`src/rtl/ret_timer_pkg.sv`:
```
package ret_timer_pkg;
    localparam int CODE_W = 3;
    localparam int CNT_W  = 10;
    localparam int SHIFT_W = 4;

    typedef logic [CODE_W-1:0] code_t;
    typedef logic [CNT_W-1:0]  cnt_t;

    typedef struct packed {
        cnt_t  cnt;
        logic  req;
        code_t code;
    } chan_state_t;
endpackage

```
`src/rtl/ret_thresh_decode.sv`:
```
module ret_thresh_decode
    import ret_timer_pkg::*;
(
    input  code_t code_i,
    output cnt_t  thresh_o,
    output logic  enable_o
);
    logic [SHIFT_W-1:0] shamt;

    // Codes 1..3 step by factors of four starting at 2; codes 4..7 double from 64.
    always_comb begin
        if (code_i <= code_t'(3)) begin
            shamt = {1'b0, code_i} + {1'b0, code_i} - SHIFT_W'(1);
        end else begin
            shamt = {1'b0, code_i} + SHIFT_W'(2);
        end
        enable_o = |code_i;
        thresh_o = enable_o ? (cnt_t'(1) << shamt) : '0;
    end
endmodule

```
`src/rtl/ret_channel.sv`:
```
module ret_channel
    import ret_timer_pkg::*;
(
    input  logic  clk_i,
    input  logic  rst_ni,
    input  code_t code_i,
    input  logic  idle_i,
    input  logic  tick_i,
    input  logic  wake_i,
    output logic  req_o
);
    chan_state_t st_d, st_q;
    cnt_t        thresh;
    logic        enable;
    logic        clr;

    ret_thresh_decode u_dec (
        .code_i   (code_i),
        .thresh_o (thresh),
        .enable_o (enable)
    );

    always_comb begin
        st_d      = st_q;
        st_d.code = code_i;
        clr       = !idle_i || wake_i || !enable || (code_i != st_q.code);
        if (clr) begin
            st_d.cnt = '0;
            st_d.req = 1'b0;
        end else begin
            if (tick_i && (st_q.cnt != thresh)) begin
                st_d.cnt = st_q.cnt + cnt_t'(1);
            end
            st_d.req = (st_d.cnt == thresh);
        end
        req_o = st_q.req && !clr;
    end

    always_ff @(posedge clk_i or negedge rst_ni) begin
        if (!rst_ni) begin
            st_q <= '0;
        end else begin
            st_q <= st_d;
        end
    end
endmodule

```
`src/rtl/ret_entry_timer.sv`:
```
module ret_entry_timer
    import ret_timer_pkg::*;
#(
    parameter int NUM_DOMAINS = 2
) (
    input  logic                               clk_i,
    input  logic                               rst_ni,
    input  logic [NUM_DOMAINS-1:0][CODE_W-1:0] code_i,
    input  logic [NUM_DOMAINS-1:0]             idle_i,
    input  logic                               tick_i,
    input  logic [NUM_DOMAINS-1:0]             wake_i,
    output logic [NUM_DOMAINS-1:0]             ret_req_o
);
    for (genvar d = 0; d < NUM_DOMAINS; d++) begin : g_dom
        ret_channel u_ch (
            .clk_i  (clk_i),
            .rst_ni (rst_ni),
            .code_i (code_i[d]),
            .idle_i (idle_i[d]),
            .tick_i (tick_i),
            .wake_i (wake_i[d]),
            .req_o  (ret_req_o[d])
        );
    end
endmodule

```
`config.mk`:
```
export PLATFORM = sky130hd
export DESIGN_NAME = ret_entry_timer
export DESIGN_NICKNAME = d
export VERILOG_FILES = /design/src/rtl/ret_timer_pkg.sv /design/src/rtl/ret_thresh_decode.sv /design/src/rtl/ret_channel.sv /design/src/rtl/ret_entry_timer.sv
export SDC_FILE = /design/constraint.sdc
export NUM_CORES = 1
export LEC_CHECK = 0
export ABC_CLOCK_PERIOD_IN_PS = 5700
export CORE_AREA = 2 2 73 82
export DETAILED_ROUTE_END_ITERATION = 12
export DIE_AREA = 0 0 75 84
export GPL_ROUTABILITY_DRIVEN = 0
export PLACE_DENSITY = 0.75
export SYNTH_ARGS = -nofsm -noshare
export SYNTH_HDL_FRONTEND = slang
export SYNTH_SLANG_ARGS = --single-unit
```
`constraint.sdc`:
```
create_clock -name clk_i -period 5.7 [get_ports clk_i]
set_clock_uncertainty 0.15 [all_clocks]
set_input_delay 1.71 -clock clk_i [delete_from_list [all_inputs] [get_ports clk_i]]
set_output_delay 1.71 -clock clk_i [all_outputs]
set_load 0.05 [all_outputs]
```
==> results.ini <==
[sta]
rsz0062_at_grt = false
setup_viol = 0
finalCritPeriodShare_pct = 96.8
maxSlewViolCount = 0
finalCriticalPeriod_ns = 5.52
worst_hold_slack_ns = 0.455
worstMarginPinSlew_ns = 0.507
finalSetupTns_ns = 0
slew_headroom_pct = 65.3
hold_viol_final = 0
fmax_mhz = 181

[die]
top_level_ports = 15
dieArea_um2 = 6300
rows = 29
die_w_um = 75
initial_core_util_pct = 48.5
core_area_um2 = 5550
dieHeight_um = 84

[clock_tree]
tritoncts = yes
post_cts_resized = 0
numCtsBuffers = 3
holdBufCountCts = 0
post_cts_buffers = 0
htreeDepth = 1
insertion_delay_ns = 0.27
cts-root-buf = clkbuf_8
cts_buffer_depth = 2
path_clk_slew_ns = 0.09
clock-sinks = 28

[cells_and_area]
top_register = g_dom.u_ch.st_q
area_growth_pct = 13.0
final_common_cell = nor2_1
final_util_pct = 54.8
drive_gt1_share_pct = 8.62
num_antenna_cells = 0
mostFrequentLayoutCells = nor2_1, dfrtp_1, xnor2_1, xor2_1, a21oi_1
largest_register_ffs = 28
reg_top3 = g_dom.u_ch.st_q (28)
fillers = 507
nets = 374

[power]
leakagePower_nw = 1.20
vdd_drop_max_v = 0.000127
power.density_nw_per_um2 = 160

[route]
post_drt_wl_per_cell_um = 15.1
ant_nets = 0
firstDrtPassIters = 5
dr.first_iter.drc_count = 241
finalWirelength_mm = 6.43
viasPerCell = 6.12
drc = 0
dr_total_vias = 2600

[synthesis]
synth.top_cell.area_share_pct = 26.0
yosys_warnings = 0
ys_top_cells_by_area = dfrtp_1, xnor2_1, nor2_1
synth.yosys.seq_area_share_pct = 26.0
synth_seq_cells = 28
syn_area_um2 = 2690
synth_top_flop_cell = dfrtp_1
avgSynthCellArea_um2 = 8.09
synthArstFlopShare_pct = 100
ys_types = 64
synth_edf_count = 0
synth_top_area_cell = dfrtp_1
syn-instance-count = 333
synth_nets = 358

[worst_setup_path]
worstSetupPathType = in -> out
cp-start-kind = input pin
required_ns = 3.84
end_kind = output port
critPathMaxFanout = 9
cp.arrival_ns = 3.66
r2r_slack_ns = 2.81

[place]
port_buffers = 14
dp_hpwl_mm = 4.94

[job]
max_cap_violations = 0

[grt]
track_usage_pct = 21.1
overflow = 0
grt_pass1_wl_mm = 10.8
antenna_found_initial = 0
grt_pass1_vias = 2524
grt_max_degree = 29

[min_path]
hold_class = reg -> reg

[status]
status = complete, no violations

==> per-stage QoR <==
step / area, um^2 / setup WS [ns] / power (mW) / std cells
2_1_floorplan: 2690 / 0.568 / 0.294 / 333
3_3_place_gp: 2970 / 0.221 / 0.332 / 421
3_5_place_dp: 2970 / 0.169 / 0.335 / 421
4_1_cts: 3040 / 0.176 / 0.490 / 425
5_1_grt: 3040 / 0.0690 / 0.510 / 425
6_report: 3040 / 0.180 / 0.488 / 425
==> worst paths after layout <==
path,startpoint,to,cells after the start
worst min register to register,g_dom[1].u_ch.st_q[12]$_DFF_PN0_,g_dom[1].u_ch.st_q[12]$_DFF_PN0_,2
min in group asynchronous,rst_ni,g_dom[0].u_ch.st_q[5]$_DFF_PN0_,2
max in group asynchronous,rst_ni,g_dom[1].u_ch.st_q[1]$_DFF_PN0_,2
worst max-delay path,code_i[1],ret_req_o[0],8
worst max register to register,g_dom[0].u_ch.st_q[6]$_DFF_PN0_,g_dom[0].u_ch.st_q[3]$_DFF_PN0_,9
worst min-delay path,g_dom[1].u_ch.st_q[12]$_DFF_PN0_,g_dom[1].u_ch.st_q[12]$_DFF_PN0_,2
==> cell type report <==
cell class,instances,area (um^2),share of cell area (%)
clock buffer,3,41.3,1.36
clock inverter,1,30.0,0.987
inverter,13,48.8,1.60
multi-input combinational,277,1880,61.6
sequential,28,701,23.0
tap,77,96.3,3.17
timing repair buffer,26,250,8.22
==> metal layers <==
layer  up-vias  wire length (um)  global-route usage [%]
li1       1235                 -                       -
met1      1238              2640                    24.5
met2       100              3280                    37.8
met3        27               319                    2.29
met4         0               192                    8.93
met5         -                 0                       0
==> synthesized netlist by cell type, types with 4 or more instances <==
master,n
nor2_1,47
dfrtp_1,28
xnor2_1,23
a21oi_1,18
xor2_1,18
nand2_1,17
nand3_1,14
o21ai_0,13
ha_1,12
inv_1,11
clkbuf_1,10
nand4_1,10
nor3_1,8
mux2i_1,6
and3_1,5
nand2b_1,5
a31oi_1,4
and3b_1,4
nand3b_1,4
nor2b_1,4
==> worst max-delay path: stages <==
cell and delay (ns):
clkdlybuf4s50_1 0.64, inv_1 0.12, ha_1 0.22, or2_2 0.31, o21ai_0 0.14, nand2_1 0.12
nor2_1 0.22, buf_12 0.17
==> kinds of logic after synthesis <==
family | share of synthesized area (%)
XOR/XNOR | 13.3
AO/OA/AOI/OAI | 19.5
buffers and inverters | 4.32
flip-flops | 26.0
adder cells (fa/ha/maj) | 5.58
multiplexers | 2.65
AND/OR/NAND/NOR | 28.6
==> power breakdown <==
| group | switching, mW | total [mW] | internal (mW) | leakage [nW] |
|---|---|---|---|---|
| sequential | 0.00132 | 0.202 | 0.201 | 0.377 |
| clock | 0.0611 | 0.155 | 0.0940 | 0.0357 |
| combinational | 0.0755 | 0.131 | 0.0551 | 0.787 |
Power figures use the tool's default switching activity.
